[src/rtl/nv_commit_seq.sv]
module nv_commit_seq #(
  parameter int W          = 8,
  parameter int ERASE_CYC  = 16,
  parameter int WRITE_CYC  = 16,
  parameter int MAX_TRIES  = 4,
  parameter int BUDGET_CYC = 160
) (
  input  logic         clk,
  input  logic         rst_n,
  input  logic         wr_en,
  input  logic [W-1:0] wr_data,
  input  logic         commit_req,
  input  logic         wp_ok,
  input  logic         supply_ok,
  input  logic [W-1:0] cell_rdata,
  output logic         cell_erase,
  output logic         cell_write,
  output logic [W-1:0] cell_wdata,
  output logic [W-1:0] dac_val,
  output logic         busy,
  output logic         err,
  output logic         ready
);
  localparam int MAXC = (ERASE_CYC > WRITE_CYC) ? ERASE_CYC : WRITE_CYC;
  localparam int CW   = $clog2(MAXC + 1);
  localparam int TW   = $clog2(MAX_TRIES + 1);
  localparam int BW   = $clog2(BUDGET_CYC + 2);
  localparam logic [W-1:0] ERASED = {W{1'b1}};

  typedef enum logic [2:0] {S_RECALL, S_IDLE, S_ERASE, S_CHK_E, S_WRITE, S_CHK_W} st_t;

  st_t           st;
  logic [CW-1:0] cnt;
  logic [TW-1:0] tries;
  logic [W-1:0]  tgt;

  wire accept   = (st == S_IDLE) && commit_req && wp_ok;
  wire last_try = (tries == TW'(MAX_TRIES - 1));

  assign cell_erase = (st == S_ERASE);
  assign cell_write = (st == S_WRITE);
  assign cell_wdata = tgt;
  assign busy       = (st != S_IDLE) && (st != S_RECALL);
  assign ready      = (st != S_RECALL);

  always_ff @(posedge clk or negedge rst_n) begin
    if (!rst_n) begin
      st    <= S_RECALL;
      dac_val <= '0;
      tgt   <= '0;
      cnt   <= '0;
      tries <= '0;
      err   <= 1'b0;
    end else begin
      case (st)
        S_RECALL: begin
          dac_val <= cell_rdata;
          st      <= S_IDLE;
        end
        S_IDLE: begin
          if (accept) begin
            if (supply_ok) begin
              tgt   <= dac_val;
              err   <= 1'b0;
              tries <= '0;
              cnt   <= CW'(ERASE_CYC - 1);
              st    <= S_ERASE;
            end else begin
              err <= 1'b1;
            end
          end else if (wr_en && wp_ok) begin
            dac_val <= wr_data;
          end
        end
        S_ERASE: begin
          if (cnt == '0) st <= S_CHK_E;
          else           cnt <= cnt - 1'b1;
        end
        S_CHK_E: begin
          if (cell_rdata == ERASED) begin
            tries <= '0;
            cnt   <= CW'(WRITE_CYC - 1);
            st    <= S_WRITE;
          end else if (last_try) begin
            err <= 1'b1;
            st  <= S_IDLE;
          end else begin
            tries <= tries + 1'b1;
            cnt   <= CW'(ERASE_CYC - 1);
            st    <= S_ERASE;
          end
        end
        S_WRITE: begin
          if (cnt == '0) st <= S_CHK_W;
          else           cnt <= cnt - 1'b1;
        end
        S_CHK_W: begin
          if (cell_rdata == tgt) begin
            st <= S_IDLE;
          end else if (last_try) begin
            err <= 1'b1;
            st  <= S_IDLE;
          end else begin
            tries <= tries + 1'b1;
            cnt   <= CW'(WRITE_CYC - 1);
            st    <= S_WRITE;
          end
        end
        default: st <= S_IDLE;
      endcase
    end
  end

  logic [BW-1:0] busy_run;
  always_ff @(posedge clk or negedge rst_n) begin
    if (!rst_n)     busy_run <= '0;
    else if (busy)  busy_run <= busy_run + 1'b1;
    else            busy_run <= '0;
  end


  pulse_excl_chk: assert property (@(posedge clk) disable iff (!rst_n)
    !(cell_erase && cell_write));


  pulse_busy_chk: assert property (@(posedge clk) disable iff (!rst_n)
    (cell_erase || cell_write) |-> busy);


  budget_chk: assert property (@(posedge clk) disable iff (!rst_n)
    busy |-> (busy_run < BW'(BUDGET_CYC)));


  dac_hold_chk: assert property (@(posedge clk) disable iff (!rst_n)
    busy |=> $stable(dac_val));


  sup_err_chk: assert property (@(posedge clk) disable iff (!rst_n)
    (ready && !busy && commit_req && wp_ok && !supply_ok) |=> (err && !busy));


  recall_chk: assert property (@(posedge clk) disable iff (!rst_n)
    !ready |=> ready);


  wp_block_chk: assert property (@(posedge clk) disable iff (!rst_n)
    (ready && !busy && !wp_ok) |=> (!busy && $stable(err)));
endmodule

[config.mk]
export PLATFORM = sky130hd
export DESIGN_NAME = nv_commit_seq
export DESIGN_NICKNAME = d
export VERILOG_FILES = /design/src/rtl/nv_commit_seq.sv
export SDC_FILE = /design/constraint.sdc
export NUM_CORES = 1
export LEC_CHECK = 0
export ABC_AREA = 1
export BUFFER_PORTS_ARGS = -buffer_cell sky130_fd_sc_hd__buf_2
export CAP_MARGIN = 5
export CORE_ASPECT_RATIO = 0.5
export CORE_MARGIN = 4
export CORE_UTILIZATION = 54
export CTS_CLUSTER_DIAMETER = 120
export CTS_CLUSTER_SIZE = 24
export DETAILED_ROUTE_END_ITERATION = 8
export PLACE_DENSITY = 0.8
export SYNTH_ARGS = -nofsm -noshare
export SYNTH_HDL_FRONTEND = slang
export SYNTH_SLANG_ARGS = --single-unit
[constraint.sdc]
create_clock -name clk -period 1.72 [get_ports clk]
set_input_delay 0.172 -clock clk [delete_from_list [all_inputs] [get_ports clk]]
set_output_delay 0.172 -clock clk [all_outputs]
set_load 0.02 [all_outputs]
### Word level (Yosys, flattened, before mapping)

Index checks and enable logic that the tools add are counted.

* $add $sub $neg: 2
* eq/ne operators: 18
* mux-type cells: 31
* reductions and logical operators: 17

Operators by type and width (count)
* 3-bit two-way mux: 12
* 5-bit two-way mux: 6
* 5-bit one-hot mux with 4 select lines: 1
* 8-bit two-way mux: 2
* 8-bit one-hot mux with 2 select lines: 1
* 3-bit one-hot mux with 5 select lines: 1
* 2-bit != test, second input constant: 6
* 4-bit AND reduction: 3
* 3-bit by 2-bit == test with 1-bit output, second input constant: 3
* 3-bit one-hot mux with 3 select lines: 1
* 8-bit == test: 1
* 8-bit == test, second input constant: 1
* 3-bit == test, second input constant: 2
* 2-bit by 1-bit != test with 1-bit output, second input constant: 3
* 3-bit AND reduction: 2
* 3-bit nonzero test: 2
* 5-bit zero test: 1
* 1-bit two-way mux: 5
* 5-bit AND reduction: 1
* 5-bit by 1-bit subtractor with 5-bit output, second input constant: 1
* 1-bit logical AND: 4
* 4-bit nonzero test: 1
* 3-bit by 1-bit adder with 3-bit output, second input constant: 1
* 3-bit by 1-bit == test with 1-bit output, second input constant: 1
* other kinds (6): 6

* register bits: 28
* bits of input ports: 22
* output and inout port bits: 21
* word-level logic and storage cells: 74

### Logic depth before layout (Yosys ltp)

* word-level depth: 5
* depth in mapped cells: 10
* gate-level depth less buffers: 10

### Worst setup path after synthesis

No wires, ideal clock.

* kind: reg2reg
* start: register st[2]
* end: register dac_val[3]
* setup time: 126 ps
* arrival time: 1386 ps
* data required time: 1594 ps
* slack: 208 ps
* cell stages (with the launch flop): 7
* buffers on the path: 1
* period minus slack after synthesis: 1512 ps
* cell sequence: dfrtp_1 > inv_2 > ha_1 > inv_1 > nor3_4 > buf_6 > o21ai_0

* word-level cells in the longest chain between the ends: 5
* elaborated cells between the ends (all ways): 9
* those cells by class: eq/ne: 3; mux: 1; reduce/logical: 5

Ends and longest elaborated chain
* from (decl): RTL line 32 `st_t st;`
* from (signal assigned): RTL line 48 `st <= S_RECALL;`
* from (signal assigned): RTL line 58 `st <= S_IDLE;`
* from (signal assigned): RTL line 67 `st <= S_ERASE;`
* 3-bit by 1-bit == test with 1-bit output: RTL line 37, 55
* 1-bit logical AND (2 in series): RTL line 37 `wire accept = (st == S_IDLE) && commit_req && wp_ok;`
* 2-bit != test (no source line)
* 3-bit AND reduction (no source line)
* to (signal assigned): RTL line 57 `dac_val <= cell_rdata;`
* to (signal assigned): RTL line 72 `dac_val <= wr_data;`
* to (decl): RTL line 19 `output logic [W-1:0] dac_val,`

Parallel ways exist; a longest one is shown, timed or not.
A chain may end at the register's enable or synchronous reset.

### Worst setup path after layout

* start: register cnt[0]
* end: register st[0]

* word-level cells in the longest chain between the ends: 3
* elaborated cells between the ends (all ways): 4
* those cells by class: eq/ne: 2; reduce/logical: 2

Ends and longest elaborated chain
* from (decl): RTL line 33 `logic [CW-1:0] cnt;`
* from (signal assigned): RTL line 66 `cnt <= CW'(ERASE_CYC - 1);`
* from (signal assigned): RTL line 77 `else cnt <= cnt - 1'b1;`
* from (signal assigned): RTL line 82 `cnt <= CW'(WRITE_CYC - 1);`
* 5-bit zero test *: RTL line 76, 94
* 2-bit by 1-bit != test with 1-bit output (no source line)
* 4-bit AND reduction (no source line) *
* to (signal assigned): RTL line 76 `if (cnt == '0) st <= S_CHK_E;`
* to (signal assigned): RTL line 94 `if (cnt == '0) st <= S_CHK_W;`
* to (signal assigned): RTL line 99 `st <= S_IDLE;`

Mark *: on every way between the ends. The rest lies on a longest branch, timed or not.

==> impl_metrics.csv <==
group,metric,value,unit
worst_setup_path,critical_path_required,1.90,ns
sta,max_freq,0.632,GHz
grt,grt_overflow_total,0,
clock_tree,cts_tree,"built",
synth,synth.most_common_cell,"nand2_1",
sta,max_slew_margin,57.8,%
routing,drt_iter0_drc,116,
worst_setup_path,crit_fanout,5,
clock_tree,clock_sinks,28,
worst_setup_path,ff2ff_path_depth,9,
finish,drive_gt1_share,22.1,%
power,power,4.03,mW
synth,yosys_register_bits,28,
synth,synthCells,283,
sta,hold_viol,0,
synth,syn_area,1910,µm²
place,placedCellCount,372,
sta,skew,0.00859,ns
synth,synth_top_area_cell,"dfrtp_1",
synth,synth_edf_count,0,
sta,rsz0062_at_grt,"false",
synth,avgSynthCellArea,6.76,µm²
floorplan,initial_core_util,60.0,%
synth,ys_warn_count,0,
floorplan,die_w,92.2,µm
power,irDropWorstVdd,1.06,mV
finish,n_antenna_cell,0,
worst_setup_path,reg2reg_slack,0.14,ns
worst_setup_path,arrival,1.76,ns
worst_setup_path,path_class,"register to register",
clock_tree,clockBufferDepth,2,
routing,avgRoutedWirePerCell,11.7,µm
routing,wirelength,4.42,mm
floorplan,dieArea,4620,µm²
clock_tree,clkTransAtPathRegs,0.10,ns
clock_tree,htreeDepth,1,
clock_tree,cts_resized,0,
floorplan,core,3190,µm²
grt,grt_pass1_wl,7.69,mm
sta,fin_ws,0.138,ns
synth,synth_seq_area_share,36.6,%
sta,layout_min_cycle_time,1.58,ns
routing,dr_total_vias,1896,
synth,synthTopCellsByCount,"nand2_1, inv_1, dfrtp_1",
outcome,status,"complete, no violations",
worst_setup_path,crit_path_start_kind,"register",
routing,first_pass_iters,5,
synth,async_reset_ff_share,100,%
routing,route.detailed.drc,0,
worst_setup_path,crit_path_end_kind,"register",
finish,register_area,701,µm²
flow_run,maxCapViolations,0,
sta,fin_crit_sh,92.0,%
floorplan,io-pin-count,43,
grt,grt_pass1_vias,1750,
power,p_leak,1.30,nW
routing,ant_nets,0,
grt,grt.total_usage,20.2,%
finish,fin_nets,357,
finish,area_delta_synth_final,19.2,%
sta,worstMarginPinSlew,0.633,ns
synth,syn_nets,309,
sta,final_max_slew_viol_count,0,
sta,setup_viol,0,
finish,n_fill_cell,275,
worst_hold_path,min_path_type,"primary input to register",
synth,synth_area_leaders,"dfrtp_1, nand2_1, inv_1",
sta,holdWs,0.195,ns
floorplan,row_count,14,
clock_tree,cts_root_buf,"clkbuf_8",
place,dp_hpwl,3.40,mm
grt,grt_max_degree,29,
finish,stdcell_count,378,
synth,synth_top_area_share,36.6,%
worst_hold_path,worstHoldPathCells,5,
place,portBuffers,42,
clock_tree,worstSkewPairLatency,0.28,ns
grt,grt_antenna_before_repair,0,
synth,ys.flop_type,"dfrtp_1",
clock_tree,cts_buffers,3,
routing,via_per_inst,5.02,
floorplan,die_h,50.1,µm
place,place_ws,0.0633,ns
synth,yosysUniqueCellTypes,27,
power,power.density,1770,nW/µm²
place,place.gp.congestion,0.831,
sta,setup_tns,0,ns
finish,multi_input_area,1030,µm²
[layout by cell type (no fill, tap or decap), drive strengths merged]
cell | netlist | routed
nand3 | 19 | 19
nor2 | 18 | 18
inv | 43 | 43
nand3b | 3 | 3
nor3 | 1 | 1
o21ai | 30 | 30
clkbuf | 1 | 3
or2 | 2 | 2
buf | 2 | 45
a21oi | 4 | 4
ha | 4 | 4
dfrtp | 28 | 28
xnor2 | 3 | 3
o211ai | 2 | 2
dlygate4sd3 | 0 | 1
bufinv | 0 | 1
nand4 | 4 | 4
nand2 | 119 | 119
[where the power goes]
group | leakage, nW | internal (mW) | switching (mW)
registers | 0.353 | 0.951 | 0.241
clock network | 0.0357 | 0.312 | 0.218
logic | 0.911 | 0.828 | 1.48
total | 1.30 | 2.09 | 1.94
[routing by layer]
layer / track usage, % / up-vias / wire (µm)
met2: 34.7 / 56 / 1990
met4: 2.96 / 0 / 19
met1: 27.3 / 862 / 2160
li1: - / 976 / -
met5: 0 / - / 0
met3: 4.26 / 2 / 248
[what timing repair did]
action                                 4_1_cts  5_1_grt
buffers inserted                             0        1
hold buffers                                 1        0
setup endpoints to repair                    0        8
endpoints found under the hold margin       28        0
[per-stage QoR]
step           util, %  area, µm²
6_report          71.5       2280
3_3_place_gp      68.4       2180
3_5_place_dp      68.4       2180
2_1_floorplan        -       1910
5_1_grt           71.5       2280
4_1_cts           70.9       2260
[registers in the layout (all words and copies together), names as in the netlist]
register	count
dac_val	8
tries	3
st	3
cnt	5
cell_wdata	8
err	1
[critical path, stage by stage, from the launching register on]
cell and delay [ns]:
dfrtp_1 0.41, inv_1 0.14, ha_1 0.17, nand3_1 0.16, nand2_2 0.15, nand2_1 0.07
nor2_2 0.16, nand2_1 0.08, nor2_1 0.10, nor2_1 0.05
[final timing paths]
kind	from	endpoint
max	cnt[0]	st[0]
min	wr_data[6]	dac_val[6]
max reg2reg	cnt[0]	st[0]
min reg2reg	tries[2]	tries[2]
max in group asynchronous	rst_n	cnt[0]
min in group asynchronous	rst_n	dac_val[4]
[final cells by class]
| class | instances | area share [%] |
|---|---|---|
| Tap cell | 48 | 2.63 |
| Inverter | 43 | 7.30 |
| Timing Repair Buffer | 46 | 11.2 |
| Clock buffer | 3 | 1.81 |
| Multi-Input combinational cell | 209 | 45.0 |
| Clock inverter | 1 | 1.32 |
| Sequential cell | 28 | 30.7 |
[kinds of logic (layout without fill, tap and decap cells)]
| family | count (synthesis) | after routing | share of synthesized area (%) |
|---|---|---|---|
| fa+ha+maj | 4 | 4 | 2.61 |
| compound gates | 36 | 36 | 10.3 |
| buf+inv | 46 | 93 | 9.74 |
| flops | 28 | 28 | 36.6 |
| xor+xnor | 3 | 3 | 1.37 |
| simple gates | 166 | 166 | 39.4 |
No activity file was read; power rests on OpenSTA's default activity.
